## src/rtl/irq_redir_pkg.sv

```systemverilog
package irq_redir_pkg;

   // Bus offsets (7-bit register port)
   localparam logic [6:0] OFS_INDEX  = 7'h00;
   localparam logic [6:0] OFS_WINDOW = 7'h10;
   localparam logic [6:0] OFS_EOI    = 7'h40;

   // Internal indices
   localparam logic [7:0] IDX_VERSION    = 8'h01;
   localparam logic [7:0] IDX_ENTRY_BASE = 8'h10;
   localparam int         MAX_PINS       = 120;

   // Low word bit positions
   localparam int VEC_LSB  = 0;
   localparam int DM_LSB   = 8;
   localparam int POL_BIT  = 13;
   localparam int RP_BIT   = 14;
   localparam int TRIG_BIT = 15;
   localparam int MASK_BIT = 16;
   // High word
   localparam int DEST_LSB = 16;

   typedef struct packed {
      logic [7:0] vector;
      logic [2:0] dmode;
      logic       active_low;
      logic       level;
      logic       mask;
   } low_fields_t;

   typedef struct packed {
      logic [7:0]  vector;
      logic [2:0]  dmode;
      logic [15:0] dest;
   } redir_msg_t;

   localparam low_fields_t LOW_RESET = '{vector: 8'h00, dmode: 3'd0,
                                         active_low: 1'b0, level: 1'b0,
                                         mask: 1'b1};

   function automatic logic [31:0] low_to_word(low_fields_t f, logic rp);
      logic [31:0] w;
      w = '0;
      w[VEC_LSB +: 8] = f.vector;
      w[DM_LSB +: 3]  = f.dmode;
      w[POL_BIT]      = f.active_low;
      w[RP_BIT]       = rp;
      w[TRIG_BIT]     = f.level;
      w[MASK_BIT]     = f.mask;
      return w;
   endfunction

   function automatic low_fields_t word_to_low(logic [31:0] w);
      low_fields_t f;
      f.vector     = w[VEC_LSB +: 8];
      f.dmode      = w[DM_LSB +: 3];
      f.active_low = w[POL_BIT];
      f.level      = w[TRIG_BIT];
      f.mask       = w[MASK_BIT];
      return f;
   endfunction

endpackage

```

## src/rtl/irq_redir_regif.sv

```systemverilog
module irq_redir_regif
   import irq_redir_pkg::*;
#(
   parameter int         NUM_PINS     = 8,
   parameter logic [7:0] VERSION_CODE = 8'h21
)(
   input  logic                         clk,
   input  logic                         rst_n,
   input  logic [6:0]                   bus_addr,
   input  logic [31:0]                  bus_wdata,
   input  logic                         bus_we,
   output logic [31:0]                  bus_rdata,
   output logic [NUM_PINS-1:0]          we_low,
   output logic [NUM_PINS-1:0]          we_high,
   output low_fields_t                  wr_fields,
   output logic [15:0]                  wr_dest,
   output logic                         eoi_valid,
   output logic [7:0]                   eoi_vector,
   input  logic [NUM_PINS-1:0][31:0]    low_words,
   input  logic [NUM_PINS-1:0][31:0]    high_words
);

   localparam logic [31:0] VERSION_WORD = {8'h00, 8'(NUM_PINS - 1), 8'h00, VERSION_CODE};

   logic [7:0]  index_q;
   logic [7:0]  rel;
   logic [6:0]  ent;
   logic        hi_half;
   logic        hit_entry;
   logic        win_wr;
   logic [31:0] win_rd;

   assign rel       = index_q - IDX_ENTRY_BASE;
   assign ent       = rel[7:1];
   assign hi_half   = rel[0];
   assign hit_entry = (index_q >= IDX_ENTRY_BASE) && ({25'd0, ent} < 32'(NUM_PINS));
   assign win_wr    = bus_we && (bus_addr == OFS_WINDOW);

   always_ff @(posedge clk or negedge rst_n) begin
      if (!rst_n)
         index_q <= 8'h00;
      else if (bus_we && bus_addr == OFS_INDEX)
         index_q <= bus_wdata[7:0];
   end

   genvar gi;
   generate
      for (gi = 0; gi < NUM_PINS; gi++) begin : g_wen
         assign we_low[gi]  = win_wr && hit_entry && !hi_half && (ent == 7'(gi));
         assign we_high[gi] = win_wr && hit_entry &&  hi_half && (ent == 7'(gi));
      end
   endgenerate

   assign wr_fields  = word_to_low(bus_wdata);
   assign wr_dest    = bus_wdata[DEST_LSB +: 16];
   assign eoi_valid  = bus_we && (bus_addr == OFS_EOI);
   assign eoi_vector = bus_wdata[7:0];

   always_comb begin
      win_rd = '0;
      if (index_q == IDX_VERSION) begin
         win_rd = VERSION_WORD;
      end else if (hit_entry) begin
         for (int i = 0; i < NUM_PINS; i++) begin
            if (ent == 7'(i))
               win_rd = hi_half ? high_words[i] : low_words[i];
         end
      end
   end

   always_comb begin
      unique case (bus_addr)
         OFS_INDEX:  bus_rdata = {24'd0, index_q};
         OFS_WINDOW: bus_rdata = win_rd;
         default:    bus_rdata = '0;
      endcase
   end

endmodule

```

## src/rtl/irq_redir_entry.sv

```systemverilog
module irq_redir_entry
   import irq_redir_pkg::*;
(
   input  logic        clk,
   input  logic        rst_n,
   input  logic        irq_sync,
   input  logic        we_low,
   input  logic        we_high,
   input  low_fields_t wr_fields,
   input  logic [15:0] wr_dest,
   input  logic        eoi_valid,
   input  logic [7:0]  eoi_vector,
   input  logic        grant,
   output logic        req,
   output redir_msg_t  msg,
   output logic [31:0] low_word,
   output logic [31:0] high_word,
   output logic        mask_o,
   output logic        rp_o,
   output logic        level_o
);

   low_fields_t cfg_q;
   logic [15:0] dest_q;
   logic        prev_q;
   logic        pend_q;
   logic        rp_q;
   logic        active;
   logic        rise;

   assign active = irq_sync ^ cfg_q.active_low;
   assign rise   = active & ~prev_q;

   always_ff @(posedge clk or negedge rst_n) begin
      if (!rst_n) begin
         cfg_q  <= LOW_RESET;
         dest_q <= '0;
         prev_q <= 1'b0;
         pend_q <= 1'b0;
         rp_q   <= 1'b0;
      end else begin
         if (we_low)
            cfg_q <= wr_fields;
         if (we_high)
            dest_q <= wr_dest;
         prev_q <= active;
         // edge latch: masked activations are dropped, a grant consumes it
         pend_q <= (pend_q | rise) & ~cfg_q.mask & ~cfg_q.level & ~grant;
         if (grant && cfg_q.level)
            rp_q <= 1'b1;
         else if (eoi_valid && eoi_vector == cfg_q.vector)
            rp_q <= 1'b0;
      end
   end

   assign req = ~cfg_q.mask & (cfg_q.level ? (active & ~rp_q) : (pend_q | rise));

   assign msg.vector = cfg_q.vector;
   assign msg.dmode  = cfg_q.dmode;
   assign msg.dest   = dest_q;

   assign low_word  = low_to_word(cfg_q, rp_q);
   assign high_word = {dest_q, 16'd0};
   assign mask_o    = cfg_q.mask;
   assign rp_o      = rp_q;
   assign level_o   = cfg_q.level;

endmodule

```

## src/rtl/irq_redir_arb.sv

```systemverilog
module irq_redir_arb #(
   parameter int N = 8
)(
   input  logic         en,
   input  logic [N-1:0] req,
   output logic [N-1:0] grant,
   output logic         any
);

   logic [N:0] below;

   assign below[0] = 1'b0;

   genvar gi;
   generate
      for (gi = 0; gi < N; gi++) begin : g_chain
         assign below[gi+1] = below[gi] | req[gi];
         assign grant[gi]   = en & req[gi] & ~below[gi];
      end
   endgenerate

   assign any = below[N];

endmodule

```

## src/rtl/irq_redir_ctrl.sv

```systemverilog
module irq_redir_ctrl
   import irq_redir_pkg::*;
#(
   parameter int         NUM_PINS     = 8,
   parameter logic [7:0] VERSION_CODE = 8'h21
)(
   input  logic                clk,
   input  logic                rst_n,
   input  logic [NUM_PINS-1:0] irq_in,
   input  logic [6:0]          bus_addr,
   input  logic [31:0]         bus_wdata,
   input  logic                bus_we,
   output logic [31:0]         bus_rdata,
   output logic                msg_valid,
   input  logic                msg_ready,
   output logic [7:0]          msg_vector,
   output logic [2:0]          msg_dmode,
   output logic [15:0]         msg_dest
);

   generate
      if (NUM_PINS < 1 || NUM_PINS > MAX_PINS) begin : g_bad_pins
         $error("irq_redir_ctrl: NUM_PINS must lie in 1..%0d", MAX_PINS);
      end
   endgenerate

   logic [NUM_PINS-1:0]       we_low, we_high;
   logic [NUM_PINS-1:0]       req_vec, grant_vec, mask_vec, rp_vec, level_vec;
   low_fields_t               wr_fields;
   logic [15:0]               wr_dest;
   logic                      eoi_valid;
   logic [7:0]                eoi_vector;
   logic [NUM_PINS-1:0][31:0] low_words, high_words;
   redir_msg_t [NUM_PINS-1:0] entry_msg;
   redir_msg_t                win_msg, out_q;
   logic                      valid_q, slot_free, any_req;

   irq_redir_regif #(.NUM_PINS(NUM_PINS), .VERSION_CODE(VERSION_CODE)) u_regif (
      .clk        (clk),
      .rst_n      (rst_n),
      .bus_addr   (bus_addr),
      .bus_wdata  (bus_wdata),
      .bus_we     (bus_we),
      .bus_rdata  (bus_rdata),
      .we_low     (we_low),
      .we_high    (we_high),
      .wr_fields  (wr_fields),
      .wr_dest    (wr_dest),
      .eoi_valid  (eoi_valid),
      .eoi_vector (eoi_vector),
      .low_words  (low_words),
      .high_words (high_words)
   );

   genvar gi;
   generate
      for (gi = 0; gi < NUM_PINS; gi++) begin : g_entry
         irq_redir_entry u_entry (
            .clk        (clk),
            .rst_n      (rst_n),
            .irq_sync   (irq_in[gi]),
            .we_low     (we_low[gi]),
            .we_high    (we_high[gi]),
            .wr_fields  (wr_fields),
            .wr_dest    (wr_dest),
            .eoi_valid  (eoi_valid),
            .eoi_vector (eoi_vector),
            .grant      (grant_vec[gi]),
            .req        (req_vec[gi]),
            .msg        (entry_msg[gi]),
            .low_word   (low_words[gi]),
            .high_word  (high_words[gi]),
            .mask_o     (mask_vec[gi]),
            .rp_o       (rp_vec[gi]),
            .level_o    (level_vec[gi])
         );
      end
   endgenerate

   assign slot_free = ~valid_q | msg_ready;

   irq_redir_arb #(.N(NUM_PINS)) u_arb (
      .en    (slot_free),
      .req   (req_vec),
      .grant (grant_vec),
      .any   (any_req)
   );

   always_comb begin
      win_msg = '0;
      for (int i = 0; i < NUM_PINS; i++) begin
         if (grant_vec[i])
            win_msg = win_msg | entry_msg[i];
      end
   end

   always_ff @(posedge clk or negedge rst_n) begin
      if (!rst_n) begin
         valid_q <= 1'b0;
         out_q   <= '0;
      end else if (slot_free) begin
         valid_q <= any_req;
         if (any_req)
            out_q <= win_msg;
      end
   end

   assign msg_valid  = valid_q;
   assign msg_vector = out_q.vector;
   assign msg_dmode  = out_q.dmode;
   assign msg_dest   = out_q.dest;

endmodule

```

## config.mk

```make
export PLATFORM = sky130hd
export DESIGN_NAME = irq_redir_ctrl
export DESIGN_NICKNAME = d
export VERILOG_FILES = /design/src/rtl/irq_redir_pkg.sv /design/src/rtl/irq_redir_regif.sv /design/src/rtl/irq_redir_entry.sv /design/src/rtl/irq_redir_arb.sv /design/src/rtl/irq_redir_ctrl.sv
export SDC_FILE = /design/constraint.sdc
export NUM_CORES = 1
export LEC_CHECK = 0
export BUFFER_PORTS_ARGS = -buffer_cell sky130_fd_sc_hd__buf_2
export CORE_MARGIN = 4
export CORE_UTILIZATION = 65
export DETAILED_ROUTE_END_ITERATION = 8
export GPL_ROUTABILITY_DRIVEN = 0
export HOLD_SLACK_MARGIN = 0.1
export PLACE_DENSITY = 0.84
export SLEW_MARGIN = 30
export SYNTH_ARGS = -nofsm -noshare
export SYNTH_HDL_FRONTEND = slang
export SYNTH_HIERARCHICAL = 1
export SYNTH_SLANG_ARGS = --single-unit
```

## constraint.sdc

```tcl
create_clock -name clk -period 6.8 [get_ports clk]
set_clock_uncertainty 0.1 [all_clocks]
set_input_delay 1.36 -clock clk [delete_from_list [all_inputs] [get_ports clk]]
set_output_delay 1.36 -clock clk [all_outputs]
set_load 0.005 [all_outputs]
```

==> results.txt, run 1 <==
- The run finished with clean final reports.
- Synth Area in XOR/XNOR: 2.800%
- Data arrives at the worst endpoint at 4020 ps.
- The hold violation count in the final report is 0.
- The tree is rooted in a clkbuf_16.
* Number of buffers on the longest clock path: 3
* Aggregate routed wire length: 59.67 mm
- Fraction of the yosys area taken by sequential cells: 32.92%
- Critical Path Max Stage Delay: 900 ps
* Hold path cells: 1
- The count of buffers added on input and output ports is 107.
- Number of maximum-capacitance constraint violations: 0
- The worst setup path is of the reg -> out kind.
- By area, the combinational part of the netlist is dominated by multiplexers.
- The clock tree synthesis step divided the H-tree into 2 levels.
- Core Rows: 68
* Post-route setup slack: 1320 ps
- The initial utilization of the core area, before any placement, comes to 65.94%.
- The cell family contributing the most delay on the critical path is simple AND/OR/NAND/NOR gates.
- Length of routed met3 wiring: 7.471 mm
* # hold bufs at CTS: 0
- Overall die width: 195.4 um
* Post-Synth Simple-Gate Area: 5.836%
* Die boundary height: 195.4 um
* Data required time of the worst path: 5340 ps
* Tightest slew margin relative to the limit: 32.04%
* Filler cell count in the final layout: 2,660
* Total GRT Usage: 30.25%
- After legalization and detailed placement, the total HPWL measured 37.23 mm.
* Primary flip-flop cell chosen by synthesis mapping: dfrtp_1
* Num Clock Sinks: 300
- Global route total overflow: 0
* Number of DRC violations after detailed routing: 0
* Start point of the critical path: u_regif/index_q[4]
* Unique masters post-synth: 65
- Mux share of post-synthesis cell area: 24.76%
- Power density over cell area: 205.5 nW/um^2
- In this run the count of I/O pins placed on the die edge is 111.
- TritonCTS built the clock tree.
* Wire length of the first global-routing pass: 91.56 mm
- Gate count of the mapped netlist: 2,175
* Cell area after synthesis: 22,830 um^2
- The final layout contains 1,998 nets.
- The worst register-to-register path begins at u_regif/index_q[4].
- Crit path buf inv count: 2
- Leakage power summed over all cells: 0.009847 uW
- Setup repair after global routing left no endpoint under its margin.
* Fmax: 182.5 MHz
- STA classifies the critical path endpoint as an output port.
- The floorplan step defined a core boundary enclosing 34,630 um^2.
- The first detailed-routing pass took 6 iterations.
* Clock latency on the worst-skew pair: 530 ps
- CP Max Fanout: 13
- Top metal layer carrying routed signals: met5
- Timing analysis after detailed placement gives a worst setup slack of 1840 ps.
- Each instance of the synthesized netlist takes up on average 10.50 um^2.
- The synthesized design contains 300 register bits.
- Max VDD drop: 0.1895 mV
- Critical-path cell list: inv_1 > ha_1 > xnor2_1 > and3_1 > nand2_1 > o221ai_1 > nor2_1 > a221oi_1 > buf_2
- Share of cells above drive strength 1: 30.49%
- Number of enable flip-flop cells after synthesis: 0
- The routed design uses 27.05 mm of met2 wire.
- Slew at the pin closest to its max-slew limit: 1019 ps
- Area grow syn2layout: -5.896%
- Asr flop ratio synth: 100.0%
- In the final timing run, aggregate negative setup slack is 0 ps.
- Utilization after layout: 62.05%
* Synthesized-area fraction occupied by ao, oa, aoi and oai cells: 11.27%
- In this run the number of cells on the critical path is 9.
* Post-route minimum period: 5480 ps
- The final number of max-transition violations is 0.
- Arithmetic-cell share of the synthesized area counting full adders, half adders and majority gates: 0.1644%
- Buffers added to address setup during post-CTS repair amount to 0.
- Via count of the first global-routing pass: 15,990
- After clock tree synthesis, the clock-pin slew on the worst setup and hold paths is 60 ps.
- Number of nets still failing antenna checks after routing: 0
- STA classifies the critical path startpoint as a register.
- For flop-to-flop paths, the worst setup slack is 2710 ps.
* Setup violators final: 0
* Via count: 15,730
- The endpoint identified for the worst register-to-register timing path is g_entry[6].u_entry/low_word[9].
* Yosys warning count: 6
- The initial antenna violation count is 3.
- Slowest cell on crit path: and3_1
- The die covers 38,190 um^2.
- Setup crit end: bus_rdata[18]
- Final worst path period share: 80.59%
- Vias per std cell: 6.487
* Quantity of gates resized following cts: 0
- Pin count of the biggest net entering global routing: 124
* TritonCTS buffer count: 34
- The worst hold path belongs to the class reg -> reg.
* Routed wire length per instance: 24.60 um
* Number of design-rule violations left by the first detailed-router iteration: 1,868
- R2R depth: 8
- The detailed router put a total of 21.51 mm of wire on met1.
-- through the flow --
step / hold WS [ps] / total power (uW) / instance area (um^2) / cells
floorplan: 386.6 / 2489 / 23800 / 2431
global placement: 383.7 / 2537 / 20290 / 2361
detailed placement: 388.3 / 2557 / 20300 / 2361
CTS: 402.0 / 4398 / 21420 / 2421
global route: 415.2 / 4544 / 21490 / 2425
finish: 400.3 / 4415 / 21490 / 2425
-- worst min-delay path by stage --
stage,start,end,slack (ps)
final,msg_vector[5],msg_vector[5],400
after global routing,msg_dest[14],msg_dest[14],420
after global placement,msg_dest[12],msg_dest[12],380
after CTS,msg_dest[7],msg_dest[7],400
after floorplan,g_entry[0].u_entry/level_o,g_entry[0].u_entry/pend_q,390
after detailed placement,msg_dest[7],msg_dest[7],390
-- logic make-up after synthesis --
family                   Yosys count
other                              8
adder cells (fa/ha/maj)            3
AO/OA/AOI/OAI                    385
multiplexers                     469
flip-flops                       300
AND/OR/NAND/NOR                  252
buffers and inverters            685
XOR/XNOR                          73
-- synth_stat cells, types with 6 or more instances --
master / instances / share of area [%]
a22oi_1: 110 / 3.6
a31oi_1: 22 / 0.60
o221ai_1: 6 / 0.23
mux2i_1: 116 / 5.1
nor2b_1: 16 / 0.44
o21bai_1: 8 / 0.26
dfrtp_1: 292 / 32
nor4_1: 17 / 0.47
xnor2_1: 17 / 0.65
nor3_1: 17 / 0.37
buf_4: 546 / 18
mux4_2: 46 / 4.5
nand2_1: 39 / 0.64
o22ai_1: 49 / 1.3
buf_2: 41 / 0.90
clkbuf_1: 35 / 0.58
nand4_1: 38 / 1.0
a22o_1: 8 / 0.31
a211oi_1: 56 / 1.8
conb_1: 8 / 0.13
inv_1: 13 / 0.21
a21oi_1: 74 / 1.6
mux2_2: 307 / 15
o21ai_0: 28 / 0.61
xor2_1: 56 / 2.1
buf_6: 40 / 2.0
dfstp_2: 8 / 0.92
nand2b_1: 8 / 0.22
nor2_1: 82 / 1.3
-- where the power goes --
| part | switching, uW | internal [uW] | total (uW) |
|---|---|---|---|
| clock | 756 | 1090 | 1850 |
| combinational | 471 | 249 | 720 |
| sequential | 47.4 | 1800 | 1850 |
-- cells in the final DEF, fill, tap and decap left out, types with 34 or more instances in the layout --
cell	instances
buf_4	37
dfrtp_1	288
nor2_1	74
nand2_1	39
mux2_2	307
a211oi_1	56
a22oi_1	110
a21oi_1	74
mux2i_1	116
buf_2	106
clkbuf_16	34
nand4_1	38
mux4_2	46
o22ai_1	49
xor2_1	56
conb_1	264
-- flip-flops by register name, indices dropped and copies added, names as in the netlist --
register and count:
g_entry.u_entry/level_o 8, msg_valid 1, g_entry.u_entry/mask_o 8, msg_dmode 3, u_regif/index_q 8, msg_vector 8
g_entry.u_entry/rp_o 8, g_entry.u_entry/prev_q 8, g_entry.u_entry/dest_q 128, g_entry.u_entry/low_word 96, msg_dest 16, g_entry.u_entry/pend_q 8
-- area by class of cell --
type | count | area (um^2) | share of cell area [%]
multi-input combinational | 1446 | 11270 | 52.46
clock inverter | 9 | 88.84 | 0.4134
sequential | 300 | 7530 | 35.04
tap | 455 | 569.3 | 2.649
antenna | 2 | 5.005 | 0.02329
timing repair buffer | 149 | 938.4 | 4.367
clock buffer | 51 | 1035 | 4.815
inverter | 13 | 48.80 | 0.2271
-- routing by layer --
| metal | GRT usage (%) | up-vias |
|---|---|---|
| li1 | - | 6629 |
| met1 | 39.09 | 7711 |
| met2 | 47.60 | 1107 |
| met3 | 7.488 | 282 |
| met4 | 15.28 | 2 |
| met5 | 0 | - |
No activity file was read; power rests on OpenSTA's default activity.
==> run 2, diff against run 1 <==
--- a/config.mk
+++ b/config.mk
@@ -5,13 +5,14 @@
 export SDC_FILE = /design/constraint.sdc
 export NUM_CORES = 1
 export LEC_CHECK = 0
+export ABC_AREA = 1
 export BUFFER_PORTS_ARGS = -buffer_cell sky130_fd_sc_hd__buf_2
 export CORE_MARGIN = 4
-export CORE_UTILIZATION = 65
+export CORE_UTILIZATION = 64
 export DETAILED_ROUTE_END_ITERATION = 8
 export GPL_ROUTABILITY_DRIVEN = 0
 export HOLD_SLACK_MARGIN = 0.1
-export PLACE_DENSITY = 0.84
+export PLACE_DENSITY = 0.82
 export SLEW_MARGIN = 30
 export SYNTH_ARGS = -nofsm -noshare
 export SYNTH_HDL_FRONTEND = slang
==> constraint.sdc (replaced) <==
create_clock -name clk -period 5.15 [get_ports clk]
set_clock_uncertainty 0.1 [all_clocks]
set_input_delay 1.03 -clock clk [delete_from_list [all_inputs] [get_ports clk]]
set_output_delay 1.03 -clock clk [all_outputs]
set_load 0.005 [all_outputs]
==> results.txt, run 2 <==
* Tightest slew margin relative to the limit: 30.26% (was 32.04%)
- The initial antenna violation count came to 0 (was 3).
* Fraction of synthesized cell area taken by the top area cell type: 30.11% (was 32.00%)
- The register ranked first by flip-flop count is g_entry.u_entry/dest_q (unchanged).
- Primary flip-flop cell chosen by synthesis mapping: dfrtp_1 (unchanged)
* Area contributors post-synth: dfrtp_1 30%, buf_4 17%, nand2_1 15%, nor2_1 7.8%, mux2_4 5.0% (was dfrtp_1 32%, buf_4 18%, mux2_2 15%, mux2i_1 5.1%, mux4_2 4.5%)
* Yosys warning count: 6 (unchanged)
- The via count of the first global-routing pass was 19,000 (was 15,990).
* Largest area contributor in the synthesized netlist: dfrtp_1 (unchanged)
- Counting I/O delays and the setup requirement, the final critical path takes 5019 ps.
- The number of vias in the routed layout is 19,520 (was 15,730).
- The routed wire length was 63.96 mm (was 59.67 mm).
* Most used cells in the layout excluding fill and tap cells: 943 x nand2_1, 486 x nor2_1, 291 x dfrtp_1, 264 x conb_1, 133 x inv_1 (was 307 x mux2_2, 288 x dfrtp_1, 264 x conb_1, 116 x mux2i_1, 110 x a22oi_1)
* Die Outline Area: 41,090 um^2 (was 38,190 um^2)
- The leakage component of the power came to 0.01240 uW (was 0.009847 uW).
* Gate count of the mapped netlist: 3,328 (was 2,175)
- The maximum ir drop on the vdd rail is 0.3349 mV (was 0.1895 mV).
- The count of buffers inserted at the top-level ports came to 107 (unchanged).
* Synthesized area per cell: 7.291 um^2 (was 10.50 um^2)
* Crit. End Element: output port (unchanged)
- Dpl hpwl: 41.78 mm (was 37.23 mm)
- The clock root buffer is clkbuf_16 (unchanged).
* Fraction of the yosys area taken by sequential cells: 30.98% (was 32.92%)
- The global-route congestion overflow total was 0 (unchanged).
* N_diodes: 0 (was 2)
* Run status: finished, final reports clean (unchanged)
- The critical path start-end classification is reg -> out (unchanged).
- The cell count after placement was 3,567 (was 2,361).
- Number of design-rule violations left by the first detailed-router iteration: 1,996 (was 1,868)
* TritonCTS buffer count: 35 (was 34)
- Fmax: 199.3 MHz
* RSZ-0062 raised after global routing: no (unchanged)
- The number of buffers on the longest clock path came to 3 (unchanged).
* Cell area after layout: 23,260 um^2 (was 21,490 um^2)
- Total GRT Usage: 30.44% (was 30.25%)
- Core Rows: 71 (was 68)
- The utilization after layout is 62.04% (was 62.05%).
- The wire length per cell was 17.59 um (was 24.60 um).
- The pin count of the biggest net entering global routing was 159 (was 124).
- Number of enable flip-flop cells after synthesis: 0 (unchanged)
- The insertion delay to the later sink of the worst-skew pair was 530 ps (about the same).
* Flip-flop count of the largest register, all copies and words added: 128 (unchanged)
- The max-capacitance violation count was 0 (unchanged).
- The setup violation total in the final timing report is 0 (unchanged).
- The number of distinct library cells after synthesis was 39 (was 65).
* Num ports: 111 (unchanged)
- Placement-stage cell area: 21,960 um^2 (was 20,300 um^2)
- The most frequent standard cell in the layout excluding fill and tap cells was nand2_1 (was mux2_2).
* Vias per std cell: 5.366 (was 6.487)
- Type of element launching the critical path: register (unchanged)
* CP Max Fanout: 23 (was 13)
- Asr flop ratio synth: 100.0% (unchanged)
* Final sum of negative setup slack: 0 ps (unchanged)
* Number of detailed-routing iterations run before antenna repair: 6 (unchanged)
- The required time of the critical path was 4020 ps (was 5340 ps).
- Final worst path period share: 97.45%
* Total Nets Final: 3,153 (was 1,998)
* Non-filler instance count after layout: 3,637 (was 2,425)
* Cell area after synthesis: 24,260 um^2 (was 22,830 um^2)
- The power per cell area came to 268.2 nW/um^2 (was 205.5 nW/um^2).
* Number of nets still failing antenna checks after routing: 0 (unchanged)
* Wire length of the first global-routing pass: 100.9 mm (was 91.56 mm)
* Cell types with the highest counts after synthesis: 943 x nand2_1, 551 x buf_4, 503 x nor2_1, 292 x dfrtp_1, 134 x inv_1 (was 546 x buf_4, 307 x mux2_2, 292 x dfrtp_1, 116 x mux2i_1, 110 x a22oi_1)
- Number of max-slew violations in the final report: 0 (unchanged)
- The final hold slack came to 374.0 ps (was 400.3 ps).
- Initial core utilization: 64.73% (was 65.94%)
- Num Clock Sinks: 300 (unchanged)
- Overall die width: 202.7 um (was 195.4 um)
* Number of DRC violations after detailed routing: 0 (unchanged)
- Dominant cell by count in the synthesized netlist: nand2_1 (was buf_4)
* TritonCTS clock tree: done (unchanged)
- The CTS H-tree depth is 2 (unchanged).
- The proportion of layout cells with a drive suffix above 1 was 14.56% (was 30.49%).
- The vertical die dimension was 202.7 um (was 195.4 um).
- Clock transition at the register clock pins on the worst setup and hold paths after CTS: 60 ps (about the same)
* Data arrival time of the worst path: 3890 ps (was 4020 ps)
- Worst min-delay path class: reg -> reg (unchanged)
- The slew at the pin closest to its max-slew limit was 1045 ps (was 1019 ps).
* Flip-flop and latch count after synthesis: 300 (unchanged)
* Area grow syn2layout: -4.146% (was -5.896%)
- Hold violation total from the final report: 0 (unchanged)
- The placeable core area is 37,490 um^2 (was 34,630 um^2).
## run 2: cell count changes in the layout (fill, tap and decap cells not counted), moves of 84 or more
cell / change
nand2_1: +904
nor2_1: +412
mux2_2: -305
inv_1: +121
a22oi_1: -110
mux2_1: +96
mux2i_1: -84
## run 2: routing by layer
| metal | vias up | part of all wire (%) | GRT usage (%) |
|---|---|---|---|
| met5 | - | 0 | 0 |
| met4 | 0 | 5.9 | 15.64 |
| met3 | 246 | 8.8 | 5.414 |
| met2 | 992 | 46 | 50.58 |
| met1 | 9065 | 39 | 38.22 |
| li1 | 9214 | - | - |
## run 2: worst paths after layout
check | start | to | slack [ps] | cells after the start
worst max-delay path | u_regif/index_q[4] | bus_rdata[15] | 130 | 13
worst min register to register | msg_vector[5] | msg_vector[5] | 370 | 2
worst min-delay path | msg_vector[5] | msg_vector[5] | 370 | 2
max in group asynchronous | rst_n | g_entry[3].u_entry/low_word[4] | 3440 | 2
worst max register to register | u_regif/index_q[4] | g_entry[6].u_entry/low_word[7] | 1250 | 13
min in group asynchronous | rst_n | g_entry[2].u_entry/dest_q[13] | 420 | 1
## run 2: through the flow
step                setup WS (ps)  power (uW)
floorplan                    1633        3401
global placement            658.0        3527
detailed placement          597.9        3560
CTS                         42.18        6242
global route                66.41        6470
finish                      131.3        6238
## run 2: area by class of cell
type	instances	area [um^2]
Fill cell	3197	14230
Multi-Input combinational cell	2424	12120
Sequential cell	300	7521
Timing Repair Buffer	168	1079
Clock buffer	50	1033
Inverter	170	653.1
Tap cell	511	639.4
Clock inverter	14	210.2
## run 2: logic make-up (layout without fill, tap and decap cells)
family                     after synthesis  after routing  synth area share (%)
other                                    8            264                0.1238
xor gates and xnor gates                16             16                0.5775
buffers and inverters                  860            402                 23.29
DFF                                    300            300                 30.98
and+or+nand+nor                       1659           1659                 27.78
AOI/OAI and AO/OA                      272            272                 6.275
muxes                                  210            210                 10.82
adders and majority gates                3              3                0.1547
## run 2: worst max-delay path, stage by stage (launching register included)
cell     delay, ps
dfrtp_1        460
inv_2          160
ha_1           180
inv_1           40
nand2_1         80
nand3_1        130
nor2_4         310
nand3_4        180
nor2_4         440
inv_2          470
nor3_1         260
nor2_1          60
a31oi_1        370
buf_2          200
## run 2: where the power goes
| part | total, uW | internal, uW | switching (uW) |
|---|---|---|---|
| Clock | 2690 | 1650 | 1030 |
| Sequential | 2470 | 2420 | 56.0 |
| Combinational | 1080 | 271 | 808 |
| Total | 6240 | 4340 | 1900 |
## run 2: timing repair
item,4_1_cts,5_1_grt
resized for setup,0,1
hold buffers,0,0
setup buffers,0,6
endpoints found under the setup margin,0,19
